## src/rtl/bmc_tx_pkg.sv

```systemverilog
package bmc_tx_pkg;
  typedef enum logic [2:0] {
    ST_IDLE  = 3'd0,
    ST_PRE   = 3'd1,
    ST_WAIT  = 3'd2,
    ST_SHIFT = 3'd3,
    ST_END   = 3'd4
  } bmc_state_e;

  localparam int unsigned PRE_WORD_W = 32;
endpackage

```

## src/rtl/bmc_tx_pre_rom.sv

```systemverilog
module bmc_tx_pre_rom #(
  parameter logic [31:0] PRE_WORD = 32'hB4B4B4B4,
  parameter int unsigned SEL_W    = 5
) (
  input  logic [SEL_W-1:0] sel,
  output logic             pre_bit
);
  // preamble half-bit n is word bit (n mod 32): LSB goes on the wire first
  assign pre_bit = PRE_WORD[sel];
endmodule

```

## src/rtl/bmc_tx_polarity.sv

```systemverilog
module bmc_tx_polarity #(
  parameter int unsigned SYM_W = 10
) (
  input  logic             clk,
  input  logic             rst,
  input  logic             arm,
  input  logic             accept,
  input  logic [SYM_W-1:0] sym_in,
  output logic [SYM_W-1:0] sym_out,
  output logic             mask_q
);
  // one stored bit stands for the whole all-ones / all-zeros mask
  assign sym_out = sym_in ^ {SYM_W{mask_q}};

  always_ff @(posedge clk) begin
    if (rst) begin
      mask_q <= 1'b0;
    end else if (arm) begin
      mask_q <= 1'b1;
    end else if (accept) begin
      mask_q <= sym_out[SYM_W-1];
    end
  end

  // a fresh frame leaves the mask at all ones
  a_r5_mask_armed: assert property (@(posedge clk) disable iff (rst)
    arm |=> mask_q);
endmodule

```

## src/rtl/bmc_tx_seq.sv

```systemverilog
module bmc_tx_seq
  import bmc_tx_pkg::*;
#(
  parameter int unsigned SYM_W    = 10,
  parameter int unsigned PRE_HB   = 128,
  parameter int unsigned TRAIL_HB = 4,
  parameter int unsigned SEL_W    = 5
) (
  input  logic             clk,
  input  logic             rst,
  input  logic             start,
  input  logic             tick,
  input  logic             sym_valid,
  input  logic             sym_last,
  input  logic [SYM_W-1:0] sym_x,
  input  logic             pre_bit,
  output logic [SEL_W-1:0] pre_sel,
  output logic             arm,
  output logic             accept,
  output logic             sym_ready,
  output logic             line_out,
  output logic             line_oe,
  output logic             busy,
  output logic             done
);
  localparam int unsigned END_TICKS = TRAIL_HB + 3;
  localparam int unsigned MAX_A = (PRE_HB > SYM_W) ? PRE_HB : SYM_W;
  localparam int unsigned MAX_B = (MAX_A > END_TICKS) ? MAX_A : END_TICKS;
  localparam int unsigned CNT_RAW = $clog2(MAX_B + 1);
  localparam int unsigned CNT_W = (CNT_RAW > SEL_W) ? CNT_RAW : SEL_W;
  localparam logic [CNT_W-1:0] PRE_LAST = CNT_W'(PRE_HB - 1);
  localparam logic [CNT_W-1:0] SYM_LAST = CNT_W'(SYM_W - 1);
  localparam logic [CNT_W-1:0] END_LAST = CNT_W'(END_TICKS - 1);

  bmc_state_e       state_q;
  logic [CNT_W-1:0] cnt_q;
  logic [SYM_W-1:0] shreg_q;
  logic             last_q;
  logic             line_q;
  logic             oe_q;
  logic             done_q;

  assign pre_sel   = cnt_q[SEL_W-1:0];
  assign arm       = start && (state_q == ST_IDLE);
  assign sym_ready = (state_q == ST_WAIT);
  assign accept    = sym_ready && sym_valid;
  assign line_out  = line_q;
  assign line_oe   = oe_q;
  assign busy      = (state_q != ST_IDLE);
  assign done      = done_q;

  always_ff @(posedge clk) begin
    if (rst) begin
      state_q <= ST_IDLE;
      cnt_q   <= '0;
      shreg_q <= '0;
      last_q  <= 1'b0;
      line_q  <= 1'b0;
      oe_q    <= 1'b0;
      done_q  <= 1'b0;
    end else begin
      done_q <= 1'b0;
      unique case (state_q)
        ST_IDLE: begin
          if (start) begin
            state_q <= ST_PRE;
            cnt_q   <= '0;
          end
        end
        ST_PRE: begin
          if (tick) begin
            line_q <= pre_bit;
            oe_q   <= 1'b1;
            if (cnt_q == PRE_LAST) begin
              state_q <= ST_WAIT;
              cnt_q   <= '0;
            end else begin
              cnt_q <= cnt_q + 1'b1;
            end
          end
        end
        ST_WAIT: begin
          // a tick here is a stall: the line keeps its level
          if (sym_valid) begin
            shreg_q <= sym_x;
            last_q  <= sym_last;
            state_q <= ST_SHIFT;
            cnt_q   <= '0;
          end
        end
        ST_SHIFT: begin
          if (tick) begin
            line_q  <= shreg_q[0];
            shreg_q <= shreg_q >> 1;
            if (cnt_q == SYM_LAST) begin
              cnt_q   <= '0;
              state_q <= last_q ? ST_END : ST_WAIT;
            end else begin
              cnt_q <= cnt_q + 1'b1;
            end
          end
        end
        ST_END: begin
          if (tick) begin
            if (cnt_q == END_LAST) begin
              oe_q    <= 1'b0;
              line_q  <= 1'b0;
              done_q  <= 1'b1;
              state_q <= ST_IDLE;
              cnt_q   <= '0;
            end else begin
              line_q <= (cnt_q == '0) ? ~line_q : 1'b0;
              cnt_q  <= cnt_q + 1'b1;
            end
          end
        end
        default: state_q <= ST_IDLE;
      endcase
    end
  end

  // a symbol can only be offered into a running frame
  a_r4_ready_in_frame: assert property (@(posedge clk) disable iff (rst)
    sym_ready |-> busy);

  // with the driver released the line rests low
  a_r8_low_when_released: assert property (@(posedge clk) disable iff (rst)
    !line_oe |-> !line_out);
endmodule

```

## src/rtl/bmc_tx_encoder.sv

```systemverilog
module bmc_tx_encoder #(
  parameter int unsigned SYM_W    = 10,
  parameter int unsigned PRE_HB   = 128,
  parameter int unsigned TRAIL_HB = 4,
  parameter logic [31:0] PRE_WORD = 32'hB4B4B4B4
) (
  input  logic             clk,
  input  logic             rst,
  input  logic             frame_start,
  input  logic             hb_tick,
  input  logic             sym_valid,
  output logic             sym_ready,
  input  logic [SYM_W-1:0] sym_hb,
  input  logic             sym_last,
  output logic             line_out,
  output logic             line_oe,
  output logic             busy,
  output logic             done
);
  localparam int unsigned SEL_W = $clog2(bmc_tx_pkg::PRE_WORD_W);

  logic [SEL_W-1:0] pre_sel;
  logic             pre_bit;
  logic             arm;
  logic             accept;
  logic [SYM_W-1:0] sym_x;
  logic             mask_q;

  bmc_tx_pre_rom #(
    .PRE_WORD (PRE_WORD),
    .SEL_W    (SEL_W)
  ) u_pre (
    .sel     (pre_sel),
    .pre_bit (pre_bit)
  );

  bmc_tx_polarity #(
    .SYM_W (SYM_W)
  ) u_pol (
    .clk     (clk),
    .rst     (rst),
    .arm     (arm),
    .accept  (accept),
    .sym_in  (sym_hb),
    .sym_out (sym_x),
    .mask_q  (mask_q)
  );

  bmc_tx_seq #(
    .SYM_W    (SYM_W),
    .PRE_HB   (PRE_HB),
    .TRAIL_HB (TRAIL_HB),
    .SEL_W    (SEL_W)
  ) u_seq (
    .clk       (clk),
    .rst       (rst),
    .start     (frame_start),
    .tick      (hb_tick),
    .sym_valid (sym_valid),
    .sym_last  (sym_last),
    .sym_x     (sym_x),
    .pre_bit   (pre_bit),
    .pre_sel   (pre_sel),
    .arm       (arm),
    .accept    (accept),
    .sym_ready (sym_ready),
    .line_out  (line_out),
    .line_oe   (line_oe),
    .busy      (busy),
    .done      (done)
  );

  // the line moves only on half-bit ticks
  a_r3_line_on_tick: assert property (@(posedge clk) disable iff (rst)
    !hb_tick |=> ($stable(line_out) && $stable(line_oe)));

  // completion is a single-cycle pulse
  a_r9_done_single: assert property (@(posedge clk) disable iff (rst)
    done |=> !done);

  // releasing the line coincides with done
  a_r9_release_with_done: assert property (@(posedge clk) disable iff (rst)
    $fell(line_oe) |-> (done && !busy));
endmodule

```

## config.mk

```make
export PLATFORM = sky130hd
export DESIGN_NAME = bmc_tx_encoder
export DESIGN_NICKNAME = d
export VERILOG_FILES = /design/src/rtl/bmc_tx_pkg.sv /design/src/rtl/bmc_tx_pre_rom.sv /design/src/rtl/bmc_tx_polarity.sv /design/src/rtl/bmc_tx_seq.sv /design/src/rtl/bmc_tx_encoder.sv
export SDC_FILE = /design/constraint.sdc
export NUM_CORES = 1
export LEC_CHECK = 0
export BUFFER_PORTS_ARGS = -buffer_cell sky130_fd_sc_hd__buf_2
export CAP_MARGIN = 20
export CORE_UTILIZATION = 40
export CTS_BUF_LIST = sky130_fd_sc_hd__clkbuf_4
export DETAILED_ROUTE_END_ITERATION = 16
export GPL_ROUTABILITY_DRIVEN = 0
export PLACE_DENSITY = 0.62
export RECOVER_POWER = 50
export SETUP_SLACK_MARGIN = 0.1
export SLEW_MARGIN = 25
export SYNTH_ARGS = -nofsm -noshare
export SYNTH_HDL_FRONTEND = slang
export SYNTH_SLANG_ARGS = --single-unit
```

## constraint.sdc

```tcl
create_clock -name clk -period 3.88 [get_ports clk]
set_input_delay 0.194 -clock clk [delete_from_list [all_inputs] [get_ports clk]]
set_output_delay 0.194 -clock clk [all_outputs]
set_load 0.02 [all_outputs]
```

==> flow_summary.yaml, run 1 <==
run_status:
  status: "complete, no violations"
floorplanning:
  row_count: 22
  die_x_um: 64
  ios: 21
  fp.dieH_um: 64
  start_util: 0.420
  die_area_um2: 4100
  coreArea_um2: 3660
global_route:
  antenna_found_initial: 0
  gr-total-overflow: 0
  grt_max_degree: 21
  grt_use_total: 0.181
  grt_pass1_wl_um: 5870
  grt_pass1_vias: 1304
clock_network:
  clk_pin_slew_ps: 140
  htree_levels: 1
  cts-resized-gates: 0
  cts_tree: "done"
  numCtsBuffers: 3
  post_cts_buffers: 0
  clock_sinks: 27
  clk_path_buf_depth: 2
  clk_latency_ps: 320
  holdBufCountCts: 0
  cts-root-buf: "clkbuf_4"
synth:
  synth_async_sr_flop_share: 0
  syn_nets: 206
  avgSynthCellArea_um2: 8.27
  synth_cell_types: 45
  synth-seq-cells: 27
  synth_top_area_share: 0.352
  netlist_instances: 186
  ys_seq_area_frac: 0.352
  synth_edf_count: 0
  yosys.area.top_type: "dfxtp_1"
  ys_warn_count: 0
  netlist_top_cells_area: "dfxtp_1 (35%), xnor2_1 (7.4%), nand2_1 (6.3%)"
  synth_flop_cell: "dfxtp_1"
  netlist_area_um2: 1540
setup_path:
  cp_max_fo: 10
  crit_top_cell: "nor3_1"
  cp_slowest_cell: "nor3_1"
  r2r-start: "u_seq.state_q[1]"
  path_cells: "mux2i_1 > nor3_1 > nor2_2 > o21bai_2 > nor3_1"
  cp_slowest_stage_delay_ps: 600
  critPathArrivalTime_ps: 2290
  path_class: "reg -> reg"
  end_kind: "flop"
  critPathLaunch: "u_seq.state_q[1]"
  rr_worst_depth: 5
  cp_data_required_time_ps: 4100
  cp-start-kind: "flop"
timing:
  setup-violations-final: 0
  timing.final.max_slew_violations: 0
  fin_crit_sh: 0.534
  fin_tns_setup_ps: 0
  finClkSkew_ps: 3.74
  relSlewSlack: 0.505
  max_freq_ghz: 0.483
  worstMarginPinSlew_ps: 736
  hold_violations: 0
  rsz0062_at_grt: "no"
  period_needed_ps: 2070
routing:
  wire_per_inst_um: 13.7
  first_iter_violations: 64
  vias_per_cell: 5.48
  dr.pass1.iters: 4
  route.detailed.drc: 0
  routed_wl_um: 3390
  via_count: 1353
  postRouteAntennaNets: 0
layout:
  seq_area_um2: 541
  multi_input_area_um2: 913
  layout-drive-gt1-share: 0.131
  final_nets: 220
  syn2layout_area_growth_pct: 7.73
  diodes: 0
  layout.cells.non_filler: 247
  nFillCells: 373
placed_design:
  dpl.cell_count: 243
  numPortBuffers: 20
  hpwl_um: 2420
worst_hold_path:
  min_path_type: "in -> reg"
  hold_start: "sym_last"
  hold_depth: 3
job:
  maxCapViolCount: 0
pwr:
  leakagePower_nw: 0.574
  p_per_area_nw_per_um2: 327
  ir_drop_uv: 157
## report_power, final
| part | internal (W) | switching [W] |
|---|---|---|
| sequential | 0.000288 | 0.0000185 |
| combinational | 0.0000430 | 0.0000657 |
| clock | 0.0000472 | 0.0000796 |
## kinds of logic after synthesis
| logic type | after synthesis | share of synthesized area |
|---|---|---|
| and+or+nand+nor | 68 | 0.219 |
| AOI/OAI and AO/OA | 51 | 0.229 |
| DFF | 27 | 0.352 |
| xor gates and xnor gates | 17 | 0.0968 |
| buffers and inverters | 16 | 0.0504 |
| adders and majority gates | 4 | 0.0325 |
| muxes | 3 | 0.0203 |
## through the flow
stage	utilization	area (um2)	total power (W)	setup WS (ps)	hold slack [ps]
after floorplan	-	1540	0.000394	2160	341
after CTS	0.456	1670	0.000551	1830	104
after global placement	0.448	1640	0.000420	1940	439
after detailed placement	0.448	1640	0.000422	1850	439
after global routing	0.452	1660	0.000575	1680	101
final	0.452	1660	0.000542	1810	102
## sequential cells by signal, summed over array words and instances, names as in the netlist
signal          cells
u_pol.mask_q        1
u_seq.line_oe       1
u_seq.last_q        1
u_seq.done          1
u_seq.state_q       3
u_seq.shreg_q      10
u_seq.line_out      1
u_seq.cnt_q         8
pre_bit             1
## worst max-delay path: cells and delay by family (launching register included)
family | cells | cell delay, ps
AND/OR/NAND/NOR | 3 | 840
flip-flops | 1 | 580
AO/OA/AOI/OAI | 1 | 340
multiplexers | 1 | 200
## metal layers
metal,GRT usage,part of all wire,routed length [um],vias up
met5,0,0,0,-
li1,-,-,-,692
met3,0.0232,0.025,84,4
met4,0.0597,0.0091,31,0
met1,0.230,0.48,1640,639
met2,0.313,0.48,1630,18
## synthesized netlist by cell type, drive strengths merged (3+ instances only)
library cell and instances:
nor3 5, nor4 3, nor2 15, o21ai 4, a21oi 21, nand4 3, dfxtp 27, buf 6
nand3 3, inv 5, ha 4, xnor2 13, clkbuf 5, a211oi 3, xor2 4, o211ai 10
nand2 26
## final timing paths
path | endpoint | slack (ps)
max | pre_bit | 1810
min | u_seq.last_q | 100
max reg2reg | pre_bit | 1810
min reg2reg | u_seq.shreg_q[2] | 470
## layout make-up
type / instances / share of cell area
sequential: 27 / 0.326
inverter: 5 / 0.0113
timing repair buffer: 20 / 0.0566
clock buffer: 4 / 0.0181
tap: 48 / 0.0363
multi-input combinational: 143 / 0.551
## cells in the final DEF (no fill, tap or decap), types with 2 or more instances in the layout
master     n
a211oi_1   3
a21o_1     2
a21oi_1   20
a31oi_1    2
a32oi_1    2
and3_1     2
buf_2     15
clkbuf_1   5
clkbuf_4   4
dfxtp_1   27
ha_1       4
inv_1      5
mux2i_1    2
nand2_1   26
nand2b_1   2
nand3_1    3
nand4_1    3
nor2_1    14
nor2b_1    2
nor3_1     5
nor4_1     3
o211ai_1  10
o21ai_0    3
or3_1      2
xnor2_1   13
xor2_1     4
Note: power is estimated with default switching activity, not from simulation.
==> run 2: changes to the inputs <==
==> constraint.sdc (replaced) <==
create_clock -name clk -period 2.07 [get_ports clk]
set_input_delay 0.1035 -clock clk [delete_from_list [all_inputs] [get_ports clk]]
set_output_delay 0.1035 -clock clk [all_outputs]
set_load 0.02 [all_outputs]
==> flow_summary.yaml, run 2 (synthesis results as in run 1) <==
timing:
  finClkSkew_ps: 4.42
  relSlewSlack: 0.521
  timing.final.max_slew_violations: 0
  max_freq_ghz: 0.551
  worstMarginPinSlew_ps: 719
  period_needed_ps: 1810
  fin_tns_setup_ps: 0
  rsz0062_at_grt: "no"
  fin_crit_sh: 0.876
  setup-violations-final: 0
  hold_violations: 0
floorplanning:
  die_area_um2: 4100
  start_util: 0.420
  fp.dieH_um: 64
  coreArea_um2: 3660
  row_count: 22
  ios: 21
  die_x_um: 64
routing:
  postRouteAntennaNets: 0
  vias_per_cell: 5.55
  wire_per_inst_um: 13.8
  routed_wl_um: 3450
  dr.pass1.iters: 4
  route.detailed.drc: 0
  via_count: 1393
  first_iter_violations: 63
clock_network:
  cts-root-buf: "clkbuf_4"
  numCtsBuffers: 3
  cts_tree: "done"
  post_cts_buffers: 0
  clock_sinks: 27
  clk_latency_ps: 320
  clk_pin_slew_ps: 140
  htree_levels: 1
  clk_path_buf_depth: 2
global_route:
  antenna_found_initial: 0
  met2_usage: 0.334
  grt_pass1_vias: 1372
  use_met1: 0.220
  grt_pass1_wl_um: 5960
  met3_usage: 0.0375
  grt_max_degree: 21
  grt_use_total: 0.185
  busiest_layer: "met2"
  gr-total-overflow: 0
layout:
  regMostFlops: "u_seq.shreg_q"
  layout-drive-gt1-share: 0.192
  diodes: 0
  largest_reg_flops: 10
  final_cell_mix: "nand2_1 (26), dfxtp_1 (23), a21oi_1 (20)"
  reg.largest.list: "u_seq.shreg_q (10), u_seq.cnt_q (8), u_seq.state_q (3)"
  final_nets: 224
  final_common_cell: "nand2_1"
  syn2layout_area_growth_pct: 10.9
setup_path:
  critPathLaunch: "u_seq.state_q[2]"
  path_class: "reg -> reg"
  reg2reg_to: "u_seq.shreg_q[0]"
  cp_data_required_time_ps: 2330
  cp-start-kind: "flop"
  rr_worst_depth: 6
  cp_max_fo: 10
  ff2ff_setup_slack_ps: 260
  cp_slowest_cell: "a21oi_1"
  r2r-start: "u_seq.state_q[2]"
  path_cells: "nand2b_1 > nor2_1 > buf_4 > a21oi_1 > nand2_1 > a21oi_1"
  cp-endpoint: "u_seq.shreg_q[0]"
  end_kind: "flop"
  critPathArrivalTime_ps: 2080
  crit_top_cell: "a21oi_1"
  cp_slowest_stage_delay_ps: 580
job:
  maxCapViolCount: 0
run_status:
  status: "complete, no violations"
placed_design:
  hpwl_um: 2530
  numPortBuffers: 20
pwr:
  finalPower_w: 0.00103
  p_per_area_nw_per_um2: 602
  ir_drop_uv: 379
  leakagePower_nw: 0.606
worst_hold_path:
  min_path_type: "in -> reg"
  hold_start: "sym_last"
[run 2: changes by cell type in the layout (fill, tap and decap cells not counted), sizes merged]
cell    change
buf         +6
clkbuf      -2
[run 2: metrics by stage]
stage / util / instances / cell area [um2] / hold WS (ps) / setup slack (ps)
after floorplan: - / 186 / 1540 / 251 / 346
after global placement: 0.456 / 247 / 1670 / 360 / 177
after detailed placement: 0.456 / 247 / 1670 / 349 / 147
after CTS: 0.464 / 251 / 1700 / 18.1 / 107
after global routing: 0.466 / 251 / 1710 / 1.31 / 70.5
final: 0.466 / 251 / 1710 / 9.64 / 256
[run 2: where the power goes]
part / internal, W / switching [W]
clock: 0.0000887 / 0.000150
combinational: 0.0000880 / 0.000125
sequential: 0.000541 / 0.0000336
[run 2: worst min path at each step]
stage	to	cells past startpoint
floorplan	u_seq.last_q	2
global placement	u_seq.last_q	3
detailed placement	u_seq.last_q	3
CTS	u_seq.last_q	3
global route	u_seq.last_q	3
finish	u_seq.last_q	3
[run 2: per-layer routing]
layer  up-vias  part of all wire
li1        701                 -
met1       667              0.46
met2        21              0.50
met3         4             0.030
met4         0             0.012
met5         -                 0
[run 2: area by class of cell]
type                       count  area (um2)
inverter                       5        18.8
fill                         364        1960
clock buffer                   4        30.0
sequential                    27         546
timing repair buffer          24         126
multi-input combinational    143         925
tap                           48        60.1
[run 2: worst max-delay path, delay by kind of cell, from the launching register on]
family | cells | cell delay, ps
and+or+nand+nor | 3 | 440
DFF | 1 | 430
AOI/OAI and AO/OA | 2 | 730
buffers and inverters | 1 | 150
[run 2: what timing repair did]
action                                  CTS  global route
resized for setup                         0             7
hold buffers                              0             0
endpoints found under the setup margin    0            11
